**src/rtl/vecpfx_decoder.sv**
```systemverilog
module vecpfx_decoder (
  input  logic       clk,
  input  logic       rst_n,
  input  logic       in_valid,
  input  logic       in_first,
  input  logic [7:0] in_byte,
  output logic       op_valid,
  output logic [7:0] op_byte,
  output logic [2:0] pfx_kind,
  output logic       ext_r,
  output logic       ext_x,
  output logic       ext_b,
  output logic       ext_r2,
  output logic       w_bit,
  output logic [3:0] vvvv,
  output logic [4:0] vsrc,
  output logic [1:0] reg_hi,
  output logic [4:0] map_sel,
  output logic [1:0] vlen,
  output logic [7:0] simd_pfx,
  output logic       mask_z,
  output logic       evex_b,
  output logic [2:0] mask_aaa,
  output logic       xop_imm,
  output logic       ud_fault
);
  localparam logic [2:0] K_NONE = 3'd0;
  localparam logic [2:0] K_VEX2 = 3'd1;
  localparam logic [2:0] K_VEX3 = 3'd2;
  localparam logic [2:0] K_XOP  = 3'd3;
  localparam logic [2:0] K_EVEX = 3'd4;

  typedef enum logic [2:0] {S_PFX, S_P1, S_P2, S_P3, S_OP, S_HOLD} st_t;

  st_t        st, st_e;
  logic [2:0] kind, o_kind;
  logic [7:0] p1, p2, p3, o_p1, o_p2, o_p3;
  logic       bad, o_bad;

  assign st_e = in_first ? S_PFX : st;
  wire bad_e   = in_first ? 1'b0 : bad;
  wire pfx_bad = (in_byte == 8'h66) || (in_byte == 8'hF2) || (in_byte == 8'hF3) || (in_byte[7:4] == 4'h4);
  wire pfx_ok  = in_byte inside {8'h26, 8'h2E, 8'h36, 8'h3E, 8'h64, 8'h65, 8'h67, 8'hF0};
  wire lead    = in_byte inside {8'hC4, 8'hC5, 8'h62, 8'h8F};

  always_ff @(posedge clk) begin
    if (!rst_n) begin
      st <= S_PFX; kind <= K_NONE; bad <= 1'b0;
      p1 <= '0; p2 <= '0; p3 <= '0;
      op_valid <= 1'b0; op_byte <= '0; o_kind <= K_NONE;
      o_p1 <= '0; o_p2 <= '0; o_p3 <= '0; o_bad <= 1'b0;
    end else begin
      op_valid <= 1'b0;
      if (in_valid) begin
        case (st_e)
          S_PFX: begin
            bad <= bad_e | pfx_bad;
            if (pfx_bad || pfx_ok) begin
              st <= S_PFX;
            end else if (lead) begin
              kind <= (in_byte == 8'hC5) ? K_VEX2 :
                      (in_byte == 8'hC4) ? K_VEX3 :
                      (in_byte == 8'h8F) ? K_XOP  : K_EVEX;
              st <= S_P1;
            end else begin
              op_valid <= 1'b1; op_byte <= in_byte;
              o_kind <= K_NONE; o_bad <= 1'b0;
              st <= S_HOLD;
            end
          end
          S_P1: begin
            p1 <= in_byte;
            if (kind == K_XOP && in_byte[4:3] == 2'b00) begin
              op_valid <= 1'b1; op_byte <= 8'h8F;
              o_kind <= K_NONE; o_bad <= 1'b0;
              st <= S_HOLD;
            end else begin
              st <= (kind == K_VEX2) ? S_OP : S_P2;
            end
          end
          S_P2: begin
            p2 <= in_byte;
            st <= (kind == K_EVEX) ? S_P3 : S_OP;
          end
          S_P3: begin
            p3 <= in_byte;
            st <= S_OP;
          end
          S_OP: begin
            op_valid <= 1'b1; op_byte <= in_byte;
            o_kind <= kind; o_bad <= bad;
            o_p1 <= p1; o_p2 <= p2; o_p3 <= p3;
            st <= S_HOLD;
          end
          default: st <= S_HOLD;
        endcase
      end
    end
  end

  wire       vec  = (o_kind != K_NONE);
  wire       ev   = (o_kind == K_EVEX);
  wire       v2   = (o_kind == K_VEX2);
  wire       wide = vec & ~v2;
  wire [7:0] wb   = v2 ? o_p1 : o_p2;
  wire [1:0] pp   = vec ? wb[1:0] : 2'b00;

  assign pfx_kind = o_kind;
  assign ext_r    = vec  & ~o_p1[7];
  assign ext_x    = wide & ~o_p1[6];
  assign ext_b    = wide & ~o_p1[5];
  assign ext_r2   = ev   & ~o_p1[4];
  assign w_bit    = wide & wb[7];
  assign vvvv     = vec ? ~wb[6:3] : 4'h0;
  assign vsrc     = {ev & ~o_p3[3], vvvv};
  assign reg_hi   = {ext_r2, ext_r};
  assign map_sel  = v2 ? 5'd1 : ev ? {2'b00, o_p1[2:0]} : wide ? o_p1[4:0] : 5'd0;
  assign vlen     = ev ? o_p3[6:5] : vec ? {1'b0, wb[2]} : 2'b00;
  assign mask_z   = ev & o_p3[7];
  assign evex_b   = ev & o_p3[4];
  assign mask_aaa = ev ? o_p3[2:0] : 3'd0;
  assign xop_imm  = (o_kind == K_XOP) && (map_sel == 5'd8 || map_sel == 5'd10);

  always_comb begin
    case (pp)
      2'b01:   simd_pfx = 8'h66;
      2'b10:   simd_pfx = 8'hF3;
      2'b11:   simd_pfx = 8'hF2;
      default: simd_pfx = 8'h00;
    endcase
  end

  logic map_ok;
  always_comb begin
    case (o_kind)
      K_VEX3:  map_ok = (map_sel >= 5'd1) && (map_sel <= 5'd3);
      K_XOP:   map_ok = (map_sel >= 5'd8) && (map_sel <= 5'd10);
      K_EVEX:  map_ok = (o_p1[2:0] != 3'd0) && (o_p1[2:0] != 3'd7);
      default: map_ok = 1'b1;
    endcase
  end

  assign ud_fault = vec & (o_bad | ~map_ok | (ev & (vlen == 2'b11) & ~evex_b));
endmodule


```
**config.mk**
```make
export PLATFORM = sky130hd
export DESIGN_NAME = vecpfx_decoder
export DESIGN_NICKNAME = d
export VERILOG_FILES = /design/src/rtl/vecpfx_decoder.sv
export SDC_FILE = /design/constraint.sdc
export NUM_CORES = 1
export LEC_CHECK = 0
export ABC_AREA = 1
export BUFFER_PORTS_ARGS = -buffer_cell sky130_fd_sc_hd__clkbuf_2
export CAP_MARGIN = 20
export CORE_ASPECT_RATIO = 0.7
export CORE_MARGIN = 4
export CORE_UTILIZATION = 55
export CTS_BUF_LIST = sky130_fd_sc_hd__clkbuf_16
export DETAILED_ROUTE_END_ITERATION = 7
export PLACE_DENSITY = 0.81
export SYNTH_ARGS = -nofsm -noshare
export SYNTH_HDL_FRONTEND = slang
export SYNTH_SLANG_ARGS = --single-unit
```
**constraint.sdc**
```tcl
create_clock -name clk -period 2.2 [get_ports clk]
set_input_delay 0.33 -clock clk [delete_from_list [all_inputs] [get_ports clk]]
set_output_delay 0.33 -clock clk [all_outputs]
set_load 0.01 [all_outputs]
```
Word-level counts from Yosys, hierarchy flattened

Index checks and enable logic that the tools add are counted.

Flip-flop bits (word level): 68
Bits of input ports: 12
Output and inout bits: 50
Logic and storage cells: 142

$lt $le $gt $ge: 4
Equal/unequal tests: 37
Mux-type cells: 38
Bitwise logic cells: 25
Reductions and logical operators: 25

Operator list:

| cell                                                               | number |
|---|---|
| equality test 8 bit (second input constant)                        | 6 |
| case mux 8 bit (3 select lines)                                    | 2 |
| equality test 8 x 7 -> 1 bit (second input constant)               | 5 |
| two-way mux 3 bit                                                  | 13 |
| equality test 8 x 6 -> 1 bit (second input constant)               | 4 |
| two-way mux 8 bit                                                  | 4 |
| equality test 3 x 2 -> 1 bit (second input constant)               | 5 |
| two-way mux 5 bit                                                  | 3 |
| bitwise AND 1 bit                                                  | 12 |
| case mux 3 bit (4 select lines)                                    | 1 |
| AND reduction 2 bit                                                | 6 |
| equality test 5 x 4 -> 1 bit (second input constant)               | 2 |
| equality test 3 x 1 -> 1 bit (second input constant)               | 3 |
| equality test 3 bit (second input constant)                        | 3 |
| inverter 1 bit                                                     | 9 |
| case mux 1 bit (3 select lines)                                    | 3 |
| case mux 3 bit (3 select lines)                                    | 1 |
| nonzero test 3 bit                                                 | 3 |
| two-way mux 1 bit                                                  | 8 |
| nonzero test 8 bit                                                 | 1 |
| equality test 2 bit (second input constant)                        | 3 |
| != test 2 bit (second input constant)                              | 3 |
| greater-or-equal comparator 5 x 1 -> 1 bit (second input constant) | 1 |
| greater-or-equal comparator 5 x 4 -> 1 bit (second input constant) | 1 |
| other kinds (16)                                                   | 27 |

Longest topological paths before layout

Gate-level depths: netlist of run 1.

Word-level depth: 13
Mapped depth: 14

Least setup slack after synthesis of run 1

OpenSTA, ideal clock, no wires.

Path kind: register to output
Start: register o_kind[2] (netlist: pfx_kind[2])
End: output port simd_pfx[5]
Arrival time: 1515 ps
Required time: 1870 ps
Setup slack: 355 ps
Cell stages (with the launch flop): 8
Path buffers: 3
Cells stage by stage: dfxtp_1 -> clkbuf_1 -> nor2_1 -> clkbuf_1 -> o22ai_1 -> inv_1 -> nand2_1 -> buf_4

Word-level cells in the longest chain between the ends: 5
Elaborated cells on any way between the ends: 8

Ends and longest elaborated chain:

| element                                                             | line | source |
|---|---|---|
| start: declaration                                                  | 36   | `logic [2:0] kind, o_kind;` |
| start signal: assignment                                            | 50   | `op_valid <= 1'b0; op_byte <= '0; o_kind <= K_NONE;` |
| start signal: assignment                                            | 67   | `o_kind <= K_NONE; o_bad <= 1'b0;` |
| start signal: assignment                                            | 75   | `o_kind <= K_NONE; o_bad <= 1'b0;` |
| equality test 3 x 1 -> 1 bit                                        | 103  | `wire v2 = (o_kind == K_VEX2);` |
| two-way mux 8 bit                                                   | 105  | `wire [7:0] wb = v2 ? o_p1 : o_p2;` |
| two-way mux 2 bit *                                                 | 106  | `wire [1:0] pp = vec ? wb[1:0] : 2'b00;` |
| equality test 2 bit or equality test 2 x 1 -> 1 bit (tied branches) | 125  | `case (pp)` |
| case mux 8 bit (3 select lines) *                                   | 125  |  |
| end: declaration                                                    | 20   | `output logic [7:0] simd_pfx,` |

Every way passes the cells marked *; elsewhere a longest branch is shown, timed or not.

Worst setup path in the final report of run 1

Start: register o_kind[0] (netlist: pfx_kind[0])
End: output port ud_fault

Word-level cells in the longest chain between the ends: 13
Elaborated cells on any way between the ends: 29

Ends and longest elaborated chain:

| element                                                            | line     | source |
|---|---|---|
| equality test 3 x 1 -> 1 bit                                       | 103      |  |
| inverter 1 bit                                                     | 104      | `wire wide = vec & ~v2;` |
| bitwise AND 1 bit                                                  | 104      |  |
| two-way mux 5 bit (3 in a row)                                     | 117      | `assign map_sel = v2 ? 5'd1 : ev ? {2'b00, o_p1[2:0]} : wide ? o_p1[4:0] : 5'd0;` |
| greater-or-equal comparator 5 x 4 -> 1 bit (tied with other cells) | 137      | `K_XOP: map_ok = (map_sel >= 5'd8) && (map_sel <= 5'd10);` |
| logical AND 1 bit (on tied branches)                               | 137, 136 |  |
| case mux 1 bit (3 select lines)                                    | 135      | `case (o_kind)` |
| inverter 1 bit                                                     | 143      | `assign ud_fault = vec & (o_bad \| ~map_ok \| (ev & (vlen == 2'b11) & ~evex_b));` |
| bitwise OR 1 bit (2 in a row)                                      | 143      |  |
| bitwise AND 1 bit *                                                | 143      |  |
| end: declaration                                                   | 25       | `output logic ud_fault` |

Marks and branches as above.

==> metrics.yaml, run 1 <==
outcome: "finished clean"
fin_skew_ns: 0.00348
postSynthCellCount: 505
total_switching_power_w: 0.000901
synth-warning-count: 0
final_critical_path_setup_slack_ns: 0.130
yosys_register_bits: 68
finalHoldViolations: 0
routed_wirelength_um: 8870
cts-root-to-sink-buffers: 2
worst-slew-pin-transition_ns: 0.627
holdCritPathClass: "in2reg"
critical_path_required_ns: 1.87
htree_levels: 3
cts_made_buffers: 9
gr-total-overflow: 0
r2r_start: "st[0]"
worst_setup_ep_type: "primary output"
p_leak_nw: 1.82
synth-adder-area-share_pct: 0
p_comb_share_pct: 13.8
synthesis.nets: 517
clock_power_share_pct: 48.3
top_level_ports: 62
hp-start: "in_first"
first_global_vias: 3052
layout_common_cells: "sky130_fd_sc_hd__nand2_1 (81), sky130_fd_sc_hd__nor2_1 (71), sky130_fd_sc_hd__inv_1 (68)"
max_slew_margin_pct: 57.9
layout_fillers: 521
hold_slack_ns: 0.327
synthSimpleGateAreaFrac_pct: 28.2
maxClockFrequency_ghz: 0.483
synth-seq-area-share_pct: 40.7
post_cts_buffers: 0
finalSetupViolations: 0
grt_max_degree: 51
period_minus_slack_ns: 2.07
dieWidth_um: 101
power_density_mw_per_mm2: 867
synth_xor_area_share_pct: 0
tritoncts: "yes"
vias: 3385
finalNetCount: 559
start_util_pct: 57.5
buffer_ports.inserted: 60
final_common_cell: "sky130_fd_sc_hd__nand2_1"
die_height_um: 73.2
cts_root_buffer_type: "sky130_fd_sc_hd__clkbuf_16"
gp_congestion: 0.940
irDropWorstVdd_mv: 0.543
antenna_violations_before_repair: 0
worstSkewPairLatency_ns: 0.33
rows: 23
worstSetupStartpointType: "register"
cellInternalPower_w: 0.00255
cp-startpoint: "pfx_kind[0]"
setup_total_negative_slack_ns: 0
drc: 0
timing.final.max_slew_violations: 0
muxShareOfSynthArea_pct: 0
syn_area_mm2: 0.00334
synth-compound-area-share_pct: 16.4
hpwl_um: 6100
syn_area_per_cell_um2: 6.62
worstPathMaxFanout: 9
fraction_of_final_layout_cells_sized_beyond_drive_strength_1_pct: 19.9
clock_sink_count: 68
avgViaCountPerCell: 5.40
areaGrowthSynthToFinish_pct: 19.1
number_of_distinct_library_cells_after_synthesis: 29
power.switching_fraction_pct: 26.1
timing_worst_setup_path_type: "reg2out"
dieArea_mm2: 0.00741
power_frac_seq_pct: 37.9
maxCapViolCount: 0
detailedRoute.firstPassIterationCount: 6
grt_first_pass_wirelength_um: 14800
timing.final.crit_share_pct: 94.1
multiInputGateArea_mm2: 0.00151
total_power_w: 0.00345
path_clk_slew_ns: 0.06
dp_slack_ns: 0.323
seqCellArea_mm2: 0.00137
avgRoutedWirePerCell_um: 14.1
synth_top_family_by_area: "simple AND/OR/NAND/NOR gates"
antenna_cells_inserted: 0
signal_arrival_time_at_the_worst_endpoint_ns: 1.74
globalRouteTotalUtil_pct: 25.3
coreArea_mm2: 0.00581
dr.first_iter.drc_count: 308
detail_route_antenna_nets: 0
unrepaired_setup_endpoints_after_global_routing: "no"
==> power groups by stage <==
stage          registers (W)  logic (W)  clock network, W
2_1_floorplan        0.00133   0.000326                 0
3_3_place_gp         0.00133   0.000457                 0
3_5_place_dp         0.00133   0.000460                 0
4_1_cts              0.00131   0.000468           0.00168
5_1_grt              0.00131   0.000532           0.00175
6_report             0.00131   0.000477           0.00167
==> worst max-delay path, cell delays in order (launching register included) <==
cell	delay (ns)
sky130_fd_sc_hd__dfxtp_2	0.35
sky130_fd_sc_hd__nor2_4	0.14
sky130_fd_sc_hd__inv_1	0.10
sky130_fd_sc_hd__nor2_1	0.12
sky130_fd_sc_hd__inv_2	0.11
sky130_fd_sc_hd__nor2_2	0.14
sky130_fd_sc_hd__nand3_1	0.12
sky130_fd_sc_hd__nand3_1	0.11
sky130_fd_sc_hd__nand2_1	0.05
sky130_fd_sc_hd__inv_1	0.04
sky130_fd_sc_hd__clkbuf_2	0.12
==> path summary, 6_finish.rpt <==
path              endpoint  slack (ns)  depth (start not counted)
setup / recovery  ud_fault        0.13                         10
hold / removal         bad        0.33                          4
setup reg to reg     p1[0]        0.43                          7
hold reg to reg      p2[7]        0.44                          2
==> flip-flops by register name, indices dropped and copies added, names as in the netlist <==
name,flops
o_p1,8
o_p2,8
o_p3,8
op_byte,8
p1,8
p2,8
p3,8
kind,3
pfx_kind,3
st,3
bad,1
o_bad,1
op_valid,1
==> area by class of cell <==
type / instances / share of cell area, %
clock buffer: 9 / 5.66
clock inverter: 7 / 3.05
inverter: 77 / 7.26
multi-input combinational: 323 / 38.0
sequential: 68 / 34.3
tap: 75 / 2.36
timing repair buffer: 68 / 9.37
==> through the flow <==
stage	std cells	cell area [µm²]	util, %
final	627	3980	68.5
after global routing	627	3980	68.5
after CTS	627	3960	68.1
after detailed placement	611	3610	62.1
after global placement	611	3610	62.1
after floorplan	505	3340	-
==> kinds of logic (layout without fill, tap and decap cells) <==
kind of cell	count (synthesis)	after routing
flip-flops	68	68
buffers and inverters	114	161
AND/OR/NAND/NOR	216	216
AO/OA/AOI/OAI	106	106
other	1	1
==> Yosys cell counts <==
cell	number	share of area, %
sky130_fd_sc_hd__o21ai_1	2	0.30
sky130_fd_sc_hd__o221ai_1	2	0.52
sky130_fd_sc_hd__buf_6	1	0.34
sky130_fd_sc_hd__buf_2	13	1.9
sky130_fd_sc_hd__clkinv_1	1	0.11
sky130_fd_sc_hd__nor2_1	74	8.3
sky130_fd_sc_hd__nor3_2	1	0.30
sky130_fd_sc_hd__nand4_1	11	2.1
sky130_fd_sc_hd__nand3_1	27	4.0
sky130_fd_sc_hd__inv_1	69	7.7
sky130_fd_sc_hd__inv_2	7	0.79
sky130_fd_sc_hd__and3b_1	1	0.26
sky130_fd_sc_hd__clkbuf_1	13	1.5
sky130_fd_sc_hd__buf_4	10	2.2
sky130_fd_sc_hd__o22ai_1	5	0.94
sky130_fd_sc_hd__nand3_4	1	0.52
sky130_fd_sc_hd__nor3_1	8	1.2
sky130_fd_sc_hd__dfxtp_1	68	41
sky130_fd_sc_hd__nor2b_1	1	0.19
sky130_fd_sc_hd__nand2_1	81	9.1
sky130_fd_sc_hd__a211oi_1	1	0.22
sky130_fd_sc_hd__nor2_4	1	0.34
sky130_fd_sc_hd__o21ai_0	41	6.1
sky130_fd_sc_hd__or2_2	2	0.37
sky130_fd_sc_hd__conb_1	1	0.11
sky130_fd_sc_hd__nor2_2	2	0.37
sky130_fd_sc_hd__nand2_2	3	0.56
sky130_fd_sc_hd__nor4_1	3	0.56
sky130_fd_sc_hd__a21oi_1	55	8.2
==> routing by layer <==
layer | track usage, % | vias to the layer above | part of all wire, %
met5 | 0 | - | 0
met4 | 5.75 | 0 | 0.96
met3 | 7.16 | 10 | 8.6
met2 | 39.3 | 175 | 44
met1 | 34.9 | 1513 | 46
li1 | - | 1687 | -
==> repair_timing <==
| action | 4_1_cts | 5_1_grt |
|---|---|---|
| pin swaps | 0 | 0 |
| setup endpoints to repair | 1 | 5 |
| hold buffers | 0 | 0 |
| gates resized for setup | 1 | 10 |
No activity file was read; power rests on OpenSTA's default activity.
==> run 2: changes to the inputs <==
--- a/config.mk
+++ b/config.mk
@@ -10,10 +10,10 @@
 export CAP_MARGIN = 20
 export CORE_ASPECT_RATIO = 0.7
 export CORE_MARGIN = 4
-export CORE_UTILIZATION = 55
+export CORE_UTILIZATION = 60
 export CTS_BUF_LIST = sky130_fd_sc_hd__clkbuf_16
 export DETAILED_ROUTE_END_ITERATION = 7
-export PLACE_DENSITY = 0.81
+export PLACE_DENSITY = 0.87
 export SYNTH_ARGS = -nofsm -noshare
 export SYNTH_HDL_FRONTEND = slang
 export SYNTH_SLANG_ARGS = --single-unit
==> constraint.sdc (replaced) <==
create_clock -name clk -period 2.5 [get_ports clk]
set_input_delay 0.375 -clock clk [delete_from_list [all_inputs] [get_ports clk]]
set_output_delay 0.375 -clock clk [all_outputs]
set_load 0.01 [all_outputs]
==> metrics.yaml, run 2 (synthesized netlist as in run 1, its figures left out) <==
outcome: "finished clean"
coreArea_mm2: 0.00531  # -8.6%
gr-total-overflow: 0  # unchanged
worst_path_largest_cell_delay_ns: 0.43  # +0.08 ns
cts_root_buffer_type: "sky130_fd_sc_hd__clkbuf_16"
globalRouteTotalUtil_pct: 25.8  # +0.58 points
fraction_of_final_layout_cells_sized_beyond_drive_strength_1_pct: 18.0  # -1.9 points
timing.final.crit_share_pct: 93.0
final_design_area_no_fill_mm2: 0.00385  # -3.3%
power.switching_fraction_pct: 28.8  # +2.7 points
dieWidth_um: 97.2  # -3.9%
max_slew_margin_pct: 62.3  # +4.3 points
timing.final.max_slew_violations: 0  # unchanged
timing_worst_setup_path_type: "reg2out"
finalHoldViolations: 0  # unchanged
cts_made_buffers: 9  # unchanged
whs_path_depth: 4  # unchanged
clock_power_share_pct: 42.3  # -6.0 points
avgRoutedWirePerCell_um: 13.9  # -1.8%
cts_hold_repair.buffers: 0  # unchanged
worstSetupStartpointType: "register"
detail_route_antenna_nets: 0  # unchanged
layout_fillers: 469  # -10%
finalNetCount: 557  # -0.36%
holdCritPathClass: "in2reg"
clock_sink_count: 68  # unchanged
worst-slew-pin-transition_ns: 0.563  # -0.0645 ns
vias: 3437  # +1.5%
instances_no_fill: 622  # -0.80%
layout_common_cells: "sky130_fd_sc_hd__nand2_1 (81), sky130_fd_sc_hd__nor2_1 (73), sky130_fd_sc_hd__inv_1 (69)"
worst_hold_path.endpoint: "bad"
dieArea_mm2: 0.00685  # -7.6%
buffer_ports.inserted: 60  # unchanged
top_level_ports: 62  # unchanged
start_util_pct: 62.9  # +5.4 points
first_global_vias: 3065  # +0.43%
gp_congestion: 0.974  # +3.6%
critical_path_required_ns: 2.12  # +0.25 ns
final_core_util_pct: 72.4  # +4.0 points
hpwl_um: 6100  # about the same
irDropWorstVdd_mv: 0.528  # -2.6%
ff2ff_path_depth: 7  # unchanged
grt_max_degree: 51  # unchanged
fin_skew_ns: 0.00555  # +0.00207 ns
slowest_stage: "sky130_fd_sc_hd__dfxtp_1"
signal_arrival_time_at_the_worst_endpoint_ns: 1.95  # +0.21 ns
power_density_mw_per_mm2: 702  # -19%
finalSetupViolations: 0  # unchanged
areaGrowthSynthToFinish_pct: 15.1
cts-root-to-sink-buffers: 2  # unchanged
antenna_cells_inserted: 0  # unchanged
worstPathMaxFanout: 7  # -2
cellInternalPower_w: 0.00192  # -25%
r2r_start: "st[0]"
placedCellCount: 606  # -0.82%
grt_first_pass_wirelength_um: 14400  # -2.7%
critical_path.most_common_cell: "sky130_fd_sc_hd__inv_1"
hp-start: "in_first"
routed_wirelength_um: 8640  # -2.5%
detailedRoute.firstPassIterationCount: 6  # unchanged
p_comb_share_pct: 15.1  # +1.3 points
maxCapViolCount: 0  # unchanged
maxClockFrequency_ghz: 0.430
worst_setup_ep_type: "primary output"
placement.cell_area_mm2: 0.00358  # -0.87%
antenna_violations_before_repair: 0  # unchanged
total_switching_power_w: 0.000778  # -14%
dr.first_iter.drc_count: 382  # +24%
final_common_cell: "sky130_fd_sc_hd__nand2_1"
period_minus_slack_ns: 2.33
die_height_um: 70.5  # -3.8%
unrepaired_setup_endpoints_after_global_routing: "no"
drc: 0  # unchanged
tritoncts: "yes"
htree_levels: 3  # unchanged
worstSkewPairLatency_ns: 0.33  # about the same
setup_total_negative_slack_ns: 0  # unchanged
critical_path.reg2reg.endpoint: "p1[0]"
crit_path_cell_trace: "inv_1 -> nor3_1 -> inv_1 -> o21ai_1 -> o21ai_1 -> nand3_1 -> nand3_1 -> nand2_1 -> inv_1 -> clkbuf_2"
rows: 22  # -4.3%
reg2reg_slack_ns: 0.68  # +0.25 ns
total_power_w: 0.00270  # -22%
path_clk_slew_ns: 0.06  # about the same
p_leak_nw: 1.75  # -3.6%
power_frac_seq_pct: 42.6  # +4.7 points
avgViaCountPerCell: 5.53  # +2.4%
run 2: repair_timing:
| action | CTS | global route |
|---|---|---|
| endpoints found under the setup margin | 0 | 1 |
| buffers inserted | 0 | 0 |
| resized for setup | 0 | 2 |
run 2: area by class of cell:
type                            count  area (µm²)  share of cell area (%)
Tap cell                           72        90.1                    2.34
Clock inverter                      7        42.5                    1.11
Clock buffer                        9         225                    5.85
Sequential cell                    68        1360                    35.4
Multi-Input combinational cell    323        1500                    38.8
Inverter                           77         289                    7.51
Timing Repair Buffer               66         345                    8.97
run 2: metal layers:
layer | up-vias | routed length [µm] | global-route usage [%]
li1 | 1679 | - | -
met1 | 1560 | 3760 | 34.5
met2 | 174 | 3820 | 38.9
met3 | 24 | 880 | 8.48
met4 | 0 | 181 | 9.83
met5 | - | 0 | 0
run 2: power groups by stage:
stage	registers [W]	logic [W]	clock network (W)
2_1_floorplan	0.00117	0.000287	0
4_1_cts	0.00115	0.000405	0.00115
6_report	0.00115	0.000409	0.00114
3_3_place_gp	0.00117	0.000393	0
5_1_grt	0.00116	0.000457	0.00120
3_5_place_dp	0.00117	0.000400	0
run 2: worst max-delay path: cells and delay by family, from the launching register on:
kind	cells	cell delay, ns
simple gates	4	0.44
buf+inv	4	0.39
flops	1	0.43
compound gates	2	0.34
run 2: worst max-delay path by stage:
stage	from	end	slack (ns)	depth (start not counted)
after floorplan	pfx_kind[2]	simd_pfx[5]	0.61	7
after global placement	pfx_kind[0]	ud_fault	0.48	10
after detailed placement	pfx_kind[2]	ud_fault	0.46	9
after CTS	pfx_kind[2]	ud_fault	0.09	9
after global routing	pfx_kind[0]	ud_fault	0.0005	10
final	pfx_kind[0]	ud_fault	0.17	10
run 2: stage by stage:
stage,hold slack [ns],setup slack [ns]
global placement,0.435,0.477
floorplan,0.420,0.610
finish,0.363,0.174
CTS,0.358,0.0945
detailed placement,0.435,0.457
global route,0.392,0.000474
